**src/rtl/tdm_slot_pkg.sv**
```systemverilog
package tdm_slot_pkg;
  localparam int SLOT_BITS  = 8;
  localparam int NUM_SLOTS  = 64;
  localparam int SUB_BITS   = 2;
  localparam int NUM_B      = 2;
  localparam int REG_W      = 8;
  localparam int EN_BIT     = 7;
  localparam int NUM_REGS   = 2 * NUM_B + 2;
  localparam int ADDR_W     = 3;
  localparam int FRAME_BITS = SLOT_BITS * NUM_SLOTS;
  localparam int FRAME_W    = $clog2(FRAME_BITS);
  localparam int SLOT_LSB   = $clog2(SLOT_BITS);
  localparam int SUB_LSB    = $clog2(SUB_BITS);
  localparam int SLOT_W     = FRAME_W - SLOT_LSB;
  localparam int SUB_W      = FRAME_W - SUB_LSB;

  // register map: transmit bearers, receive bearers, then signalling pair
  localparam int IDX_TX_B = 0;
  localparam int IDX_RX_B = NUM_B;
  localparam int IDX_TX_D = 2 * NUM_B;
  localparam int IDX_RX_D = 2 * NUM_B + 1;

  typedef struct packed {
    logic                 frameStart;
    logic [NUM_B-1:0]     txBHit;
    logic [NUM_B-1:0]     txBOn;
    logic                 txDHit;
    logic                 txDOn;
    logic [NUM_B-1:0]     rxBDrive;
    logic                 rxDDrive;
    logic [SLOT_LSB-1:0]  bitInSlot;
    logic [SUB_LSB-1:0]   bitInSub;
  } slot_ctl_t;
endpackage

```
**src/rtl/tdm_slot_ctrl.sv**
```systemverilog
module tdm_slot_ctrl
  import tdm_slot_pkg::*;
(
  input  logic              clk,
  input  logic              rstN,
  input  logic              frameSync,
  input  logic              wrEn,
  input  logic [ADDR_W-1:0] wrAddr,
  input  logic [REG_W-1:0]  wrData,
  input  logic              txDEnable,
  input  logic              rxDEnable,
  output slot_ctl_t         ctl
);
  logic [FRAME_W-1:0] bitCnt, curBit;
  logic [NUM_REGS-1:0][REG_W-1:0] shadowReg, activeReg, effReg;
  logic frameStart;
  logic [SLOT_W-1:0] curSlot;
  logic [SUB_W-1:0]  curSub;
  logic [NUM_B-1:0]  txHitV, txOnV, rxDrvV;

  assign curBit     = frameSync ? '0 : bitCnt;
  assign frameStart = (curBit == '0);
  assign curSlot    = curBit[FRAME_W-1:SLOT_LSB];
  assign curSub     = curBit[FRAME_W-1:SUB_LSB];
  // settings written before a boundary are seen from its first bit
  assign effReg     = frameStart ? shadowReg : activeReg;

  always_ff @(posedge clk or negedge rstN) begin
    if (!rstN) begin
      bitCnt    <= '0;
      shadowReg <= '0;
      activeReg <= '0;
    end else begin
      bitCnt <= (curBit == FRAME_W'(FRAME_BITS - 1)) ? '0 : curBit + 1'b1;
      if (wrEn && (wrAddr < ADDR_W'(NUM_REGS)))
        shadowReg[wrAddr] <= wrData;
      if (frameStart)
        activeReg <= shadowReg;
    end
  end

  for (genvar b = 0; b < NUM_B; b++) begin : g_bslot
    assign txHitV[b] = (effReg[IDX_TX_B + b][SLOT_W-1:0] == curSlot);
    assign txOnV[b]  = effReg[IDX_TX_B + b][EN_BIT];
    assign rxDrvV[b] = effReg[IDX_RX_B + b][EN_BIT] &&
                       (effReg[IDX_RX_B + b][SLOT_W-1:0] == curSlot);
  end

  always_comb begin
    ctl            = '0;
    ctl.frameStart = frameStart;
    ctl.txBHit     = txHitV;
    ctl.txBOn      = txOnV;
    ctl.rxBDrive   = rxDrvV;
    ctl.txDHit     = (effReg[IDX_TX_D][SUB_W-1:0] == curSub);
    ctl.txDOn      = txDEnable;
    ctl.rxDDrive   = rxDEnable && (effReg[IDX_RX_D][SUB_W-1:0] == curSub);
    ctl.bitInSlot  = curBit[SLOT_LSB-1:0];
    ctl.bitInSub   = curBit[SUB_LSB-1:0];
  end

  // a sync restarts counting, so the following period is bit 1
  p_sync_restart_r1: assert property (@(posedge clk) disable iff (!rstN)
    frameSync |=> (bitCnt == FRAME_W'(1)));

  // live settings only change on a frame boundary
  p_cfg_hold_r10: assert property (@(posedge clk) disable iff (!rstN)
    !frameStart |=> $stable(activeReg));
endmodule

```
**src/rtl/tdm_slot_datapath.sv**
```systemverilog
module tdm_slot_datapath
  import tdm_slot_pkg::*;
(
  input  logic                              clk,
  input  logic                              rstN,
  input  slot_ctl_t                         ctl,
  input  logic                              serIn,
  input  logic [NUM_B-1:0][SLOT_BITS-1:0]   lineRxB,
  input  logic [SUB_BITS-1:0]               lineRxD,
  output logic [NUM_B-1:0][SLOT_BITS-1:0]   txBData,
  output logic [NUM_B-1:0]                  txBValid,
  output logic [SUB_BITS-1:0]               txDData,
  output logic                              txDValid,
  output logic                              serOutData,
  output logic                              serOutEn,
  output logic                              slotActiveN
);
  // ---------------- receive: line words onto the serial port ----------------
  logic [NUM_B-1:0][SLOT_BITS-1:0] lineBQ, effB;
  logic [SUB_BITS-1:0] lineDQ, effD;
  logic [NUM_B-1:0] rxBit;
  logic dBit, driveBit;

  assign effB = ctl.frameStart ? lineRxB : lineBQ;
  assign effD = ctl.frameStart ? lineRxD : lineDQ;
  assign dBit = effD[~ctl.bitInSub];

  for (genvar b = 0; b < NUM_B; b++) begin : g_rxbit
    assign rxBit[b] = effB[b][~ctl.bitInSlot];
  end

  always_comb begin
    driveBit = 1'b1;
    if (ctl.rxDDrive) driveBit = dBit;
    // descending so the lowest-numbered bearer wins a shared slot
    for (int b = NUM_B - 1; b >= 0; b--)
      if (ctl.rxBDrive[b]) driveBit = rxBit[b];
  end

  always_ff @(posedge clk or negedge rstN) begin
    if (!rstN) begin
      lineBQ      <= '0;
      lineDQ      <= '0;
      serOutEn    <= 1'b0;
      serOutData  <= 1'b1;
      slotActiveN <= 1'b1;
    end else begin
      if (ctl.frameStart) begin
        lineBQ <= lineRxB;
        lineDQ <= lineRxD;
      end
      serOutEn    <= (|ctl.rxBDrive) || ctl.rxDDrive;
      serOutData  <= driveBit;
      slotActiveN <= ~(|ctl.rxBDrive);
    end
  end

  // ---------------- transmit: serial port words to the line ----------------
  logic sampledBit;
  logic [NUM_B-1:0] hitQ, onQ;
  logic dHitQ, dOnQ;
  logic [SLOT_LSB-1:0] bitQ;
  logic [SUB_LSB-1:0] subQ;

  always_ff @(negedge clk or negedge rstN) begin
    if (!rstN) sampledBit <= 1'b1;
    else       sampledBit <= serIn;
  end

  always_ff @(posedge clk or negedge rstN) begin
    if (!rstN) begin
      hitQ <= '0; onQ <= '0; dHitQ <= 1'b0; dOnQ <= 1'b0;
      bitQ <= '0; subQ <= '0;
    end else begin
      hitQ <= ctl.txBHit; onQ <= ctl.txBOn;
      dHitQ <= ctl.txDHit; dOnQ <= ctl.txDOn;
      bitQ <= ctl.bitInSlot; subQ <= ctl.bitInSub;
    end
  end

  for (genvar b = 0; b < NUM_B; b++) begin : g_txb
    logic [SLOT_BITS-1:0] shReg, wordQ;
    logic validQ;
    always_ff @(posedge clk or negedge rstN) begin
      if (!rstN) begin
        shReg <= '0; wordQ <= '1; validQ <= 1'b0;
      end else begin
        validQ <= 1'b0;
        if (hitQ[b]) begin
          shReg <= {shReg[SLOT_BITS-2:0], sampledBit};
          if (&bitQ) begin
            validQ <= 1'b1;
            wordQ  <= onQ[b] ? {shReg[SLOT_BITS-2:0], sampledBit} : '1;
          end
        end
      end
    end
    assign txBData[b]  = wordQ;
    assign txBValid[b] = validQ;

    // slots are 8 bits long, so a strobe never repeats back to back
    p_bvalid_pulse_r2: assert property (@(posedge clk) disable iff (!rstN)
      validQ |=> !validQ);
  end

  logic [SUB_BITS-1:0] dSh;
  always_ff @(posedge clk or negedge rstN) begin
    if (!rstN) begin
      dSh <= '0; txDData <= '1; txDValid <= 1'b0;
    end else begin
      txDValid <= 1'b0;
      if (dHitQ) begin
        dSh <= {dSh[SUB_BITS-2:0], sampledBit};
        if (&subQ) begin
          txDValid <= 1'b1;
          txDData  <= dOnQ ? {dSh[SUB_BITS-2:0], sampledBit} : '1;
        end
      end
    end
  end

  // a sub-slot is two bits, strobes are isolated pulses
  p_dvalid_pulse_r4: assert property (@(posedge clk) disable iff (!rstN)
    txDValid |=> !txDValid);

  // the slot-active indicator only appears while the pad is driven
  p_active_driven_r7: assert property (@(posedge clk) disable iff (!rstN)
    !slotActiveN |-> serOutEn);
endmodule

```
**src/rtl/tdm_slot_mapper.sv**
```systemverilog
module tdm_slot_mapper
  import tdm_slot_pkg::*;
(
  input  logic              clk,
  input  logic              rstN,
  input  logic              frameSync,
  input  logic              serIn,
  output logic              serOutData,
  output logic              serOutEn,
  output logic              slotActiveN,
  input  logic              wrEn,
  input  logic [ADDR_W-1:0] wrAddr,
  input  logic [REG_W-1:0]  wrData,
  input  logic              txDEnable,
  input  logic              rxDEnable,
  input  logic [SLOT_BITS-1:0] lineRxB1,
  input  logic [SLOT_BITS-1:0] lineRxB2,
  input  logic [SUB_BITS-1:0]  lineRxD,
  output logic [SLOT_BITS-1:0] txB1Data,
  output logic              txB1Valid,
  output logic [SLOT_BITS-1:0] txB2Data,
  output logic              txB2Valid,
  output logic [SUB_BITS-1:0]  txDData,
  output logic              txDValid
);
  slot_ctl_t ctl;
  logic [NUM_B-1:0][SLOT_BITS-1:0] txBData;
  logic [NUM_B-1:0] txBValid;

  tdm_slot_ctrl u_ctrl (
    .clk(clk), .rstN(rstN), .frameSync(frameSync),
    .wrEn(wrEn), .wrAddr(wrAddr), .wrData(wrData),
    .txDEnable(txDEnable), .rxDEnable(rxDEnable), .ctl(ctl)
  );

  tdm_slot_datapath u_datapath (
    .clk(clk), .rstN(rstN), .ctl(ctl), .serIn(serIn),
    .lineRxB({lineRxB2, lineRxB1}), .lineRxD(lineRxD),
    .txBData(txBData), .txBValid(txBValid),
    .txDData(txDData), .txDValid(txDValid),
    .serOutData(serOutData), .serOutEn(serOutEn), .slotActiveN(slotActiveN)
  );

  assign txB1Data  = txBData[0];
  assign txB1Valid = txBValid[0];
  assign txB2Data  = txBData[1];
  assign txB2Valid = txBValid[1];
endmodule

```
**config.mk**
```make
export PLATFORM = sky130hd
export DESIGN_NAME = tdm_slot_mapper
export DESIGN_NICKNAME = d
export VERILOG_FILES = /design/src/rtl/tdm_slot_pkg.sv /design/src/rtl/tdm_slot_ctrl.sv /design/src/rtl/tdm_slot_datapath.sv /design/src/rtl/tdm_slot_mapper.sv
export SDC_FILE = /design/constraint.sdc
export NUM_CORES = 1
export LEC_CHECK = 0
export BUFFER_PORTS_ARGS = -buffer_cell sky130_fd_sc_hd__clkbuf_2
export CAP_MARGIN = 10
export CELL_PAD_IN_SITES_DETAIL_PLACEMENT = 0
export CELL_PAD_IN_SITES_GLOBAL_PLACEMENT = 1
export CORE_ASPECT_RATIO = 1.25
export CORE_MARGIN = 1.5
export CORE_UTILIZATION = 48
export DETAILED_ROUTE_END_ITERATION = 8
export GPL_ROUTABILITY_DRIVEN = 0
export GPL_TIMING_DRIVEN = 0
export HOLD_SLACK_MARGIN = 0.08
export PLACE_DENSITY = 0.78
export SLEW_MARGIN = 20
export SYNTH_ARGS = -nofsm -noshare
export SYNTH_HDL_FRONTEND = slang
export SYNTH_SLANG_ARGS = --single-unit
```
**constraint.sdc**
```tcl
create_clock -name clk -period 3.6 [get_ports clk]
set_clock_uncertainty 0.15 [all_clocks]
set_input_delay 0.18 -clock clk [delete_from_list [all_inputs] [get_ports clk]]
set_output_delay 0.18 -clock clk [all_outputs]
set_load 0.03 [all_outputs]
```
==> results.toml <==
[run_status]
status = "completed"

[route]
final_antenna_net_count = 0
drc = 0
wl_met2_um = 8450
drt_first_pass_iters = 4
vias = 5223
routed-wl-met3_um = 715
routed_via_density = 5.335
wl_met1_um = 7427
drt_iter0_drc = 232
totalWireLength_um = 17060
wire_per_inst_um = 17.42
highest_layer = "met4"

[setup_path]
worstPathCellList = "nor2b_4 > inv_1 > clkbuf_4 > ha_4 > nand2_2 > a21boi_4 > buf_4 > mux2_4 > xnor2_1 > nand3_1 > or4b_1 > nor3_2"
critPathMaxFanout = 10
worstSetupPathType = "reg2reg"
required_ps = 3810
end_kind = "flip-flop"
start_kind = "flip-flop"
critPathSlowestCell = "or4b_1"
max_stage_delay_ps = 550
arrival_ps = 3550

[floorplan]
dieArea_um2 = 15930
dieWidth_um = 113.2
initial_core_util_pct = 48.94
die_h_um = 140.8
rows = 50
coreArea_um2 = 14890
ioPinCount = 60

[clock_network]
cts_buffers = 17
cts_tree = "done"
cts_root_buffer = "clkbuf_16"
cts_buffer_depth = 2
clk_latency_ps = 460
cts.clk_slew.worst_paths_ps = 60
htree_num_levels = 4
cts.sinks = 162

[power]
power.leakage_uw = 0.004059
power.density_nw_per_um2 = 635.0
vdd_drop_max_uv = 354.5

[yosys]
syn-num-nets = 715
yosysWarnings = 0
syn-cell-area_um2 = 7287
synth_cell_types = 67
synth_seq_cells = 162
synth_top_flop_cell = "dfrtp_1"
synth-edff-count = 0
synth.yosys.seq_area_share_pct = 55.99
postSynth.asyncResetShare_pct = 100.0
syn_inst = 676
avgSynthCellArea_um2 = 10.78

[worst_hold_path]
hold_class = "in2reg"

[sta]
worst_slew_margin_rel_pct = 35.31
hold_violations = 0
grt_setup_unrepaired = "no"
clock.fmax_ghz = 0.2991
slew_viol_final = 0
fin_crit_ps = 3343
fin_setup_tns_ps = 0
post-route-period-util_pct = 92.86
worstMarginPinSlew_ps = 963.0
setup_viol = 0

[grt]
grt_pass1_wl_um = 27810
antenna_found_initial = 0
grt_remaining_overflow = 0
grt_max_degree = 92
track_usage_pct = 23.20
first_global_vias = 5294

[layout]
seqCellArea_um2 = 4080
drive_above_1_share_pct = 28.11
num_antenna_cells = 0
final_cell_mix = "nand2_1 (177), dfrtp_1 (141), mux2_2 (72), clkbuf_2 (57), o21ai_0 (35)"
area_growth_pct = 20.50
multi_input_area_um2 = 3053
finalInstanceArea_um2 = 8781
fillCellCount = 1296
nets = 823
mostFrequentLayoutCell = "nand2_1"
fin_util_pct = 58.97

[run]
drv_cap = 0

[placement]
placed_area_um2 = 7841
dpl.hpwl_um = 11720
portBuffers = 57
## worst max-delay path: cells and delay by family, from the launching register on
kind / cells / cell delay, ps
buf+inv: 3 / 500
flops: 1 / 400
mux: 1 / 320
fa+ha+maj: 1 / 200
compound gates: 1 / 260
simple gates: 5 / 1280
xor+xnor: 1 / 150
## timing repair
item,in CTS,in global routing
hold buffers,29,0
pin swaps,1,0
resized for setup,8,7
buffers inserted,3,0
endpoints found under the setup margin,37,26
hold endpoints to repair,140,0
## flip-flops by register name (all words and copies together) (netlist names), 3 cells and up
| name | count |
|---|---|
| u_ctrl.shadowReg | 44 |
| u_ctrl.bitCnt | 9 |
| u_datapath.lineBQ | 16 |
| u_ctrl.activeReg | 43 |
| u_datapath.g_txb.wordQ | 16 |
| u_datapath.g_txb.shReg | 14 |
| u_datapath.bitQ | 3 |
## final cells by class
type                    count  area share [%]
plain buffers              31           1.852
clock buffers              19           5.415
clock inverters            14           1.254
inverters                  10          0.4275
multi-input cells         471           34.77
flip-flops and latches    162           46.47
well taps                 182           2.593
repair buffers             90           7.224
## cells by family (layout without fill, tap and decap cells)
logic type / Yosys count / after routing / synth area share, %
AND/OR/NAND/NOR: 282 / 282 / 18.10
flip-flops: 162 / 162 / 55.99
AO/OA/AOI/OAI: 76 / 76 / 6.851
multiplexers: 76 / 76 / 11.76
buffers and inverters: 43 / 164 / 2.695
XOR/XNOR: 34 / 34 / 4.086
adder cells (fa/ha/maj): 3 / 3 / 0.5152
## metal layers
| metal | track usage [%] | vias to the layer above |
|---|---|---|
| met5 | 0 | - |
| met4 | 9.934 | 0 |
| met3 | 4.514 | 25 |
| met2 | 38.41 | 115 |
| met1 | 29.85 | 2592 |
| li1 | - | 2491 |
## cells in the mapped netlist, types with 4 or more instances
cell | instances | area share [%]
nand2_1 | 178 | 9.2
dfrtp_1 | 141 | 48
mux2_2 | 72 | 11
o21ai_0 | 35 | 2.4
nor2b_1 | 24 | 2.1
nor2_1 | 23 | 1.2
xnor2_1 | 23 | 2.8
dfstp_2 | 21 | 7.6
clkbuf_1 | 20 | 1.0
xor2_1 | 11 | 1.3
nand3_1 | 10 | 0.69
inv_1 | 9 | 0.46
a21oi_1 | 7 | 0.48
buf_2 | 7 | 0.48
nand2b_1 | 6 | 0.52
nor3_1 | 6 | 0.41
nand4_1 | 4 | 0.34
## through the flow
stage | total power [uW] | hold slack [ps] | setup WS, ps | instances
floorplan | 3413 | -265.6 | 410.0 | 676
global route | 5892 | 208.4 | 35.88 | 979
finish | 5576 | 186.6 | 257.1 | 979
global placement | 3732 | 142.2 | -1290 | 915
detailed placement | 3794 | 143.0 | -992.8 | 916
CTS | 5618 | 179.8 | 9.405 | 980
## worst paths after layout
kind                                       start                    end  slack, ps  cells after the start
hold reg to reg            u_datapath.lineBQ[13]  u_datapath.lineBQ[13]        320                      2
hold / removal                         wrAddr[2]   u_ctrl.shadowReg[16]        190                      3
setup / recovery                u_ctrl.bitCnt[0]       u_datapath.dHitQ        260                     12
setup reg to reg                u_ctrl.bitCnt[0]       u_datapath.dHitQ        260                     12
min in group asynchronous                   rstN  u_datapath.lineBQ[15]        220                      2
max in group asynchronous                   rstN  u_datapath.sampledBit        880                      2
## report_power, final
part           leakage, uW  switching, uW  internal [uW]
Combinational      0.00180            651            590
Sequential         0.00195            268           2290
Clock             0.000314            747           1030
Total              0.00406           1670           3910
Note: power is estimated with default switching activity, not from simulation.
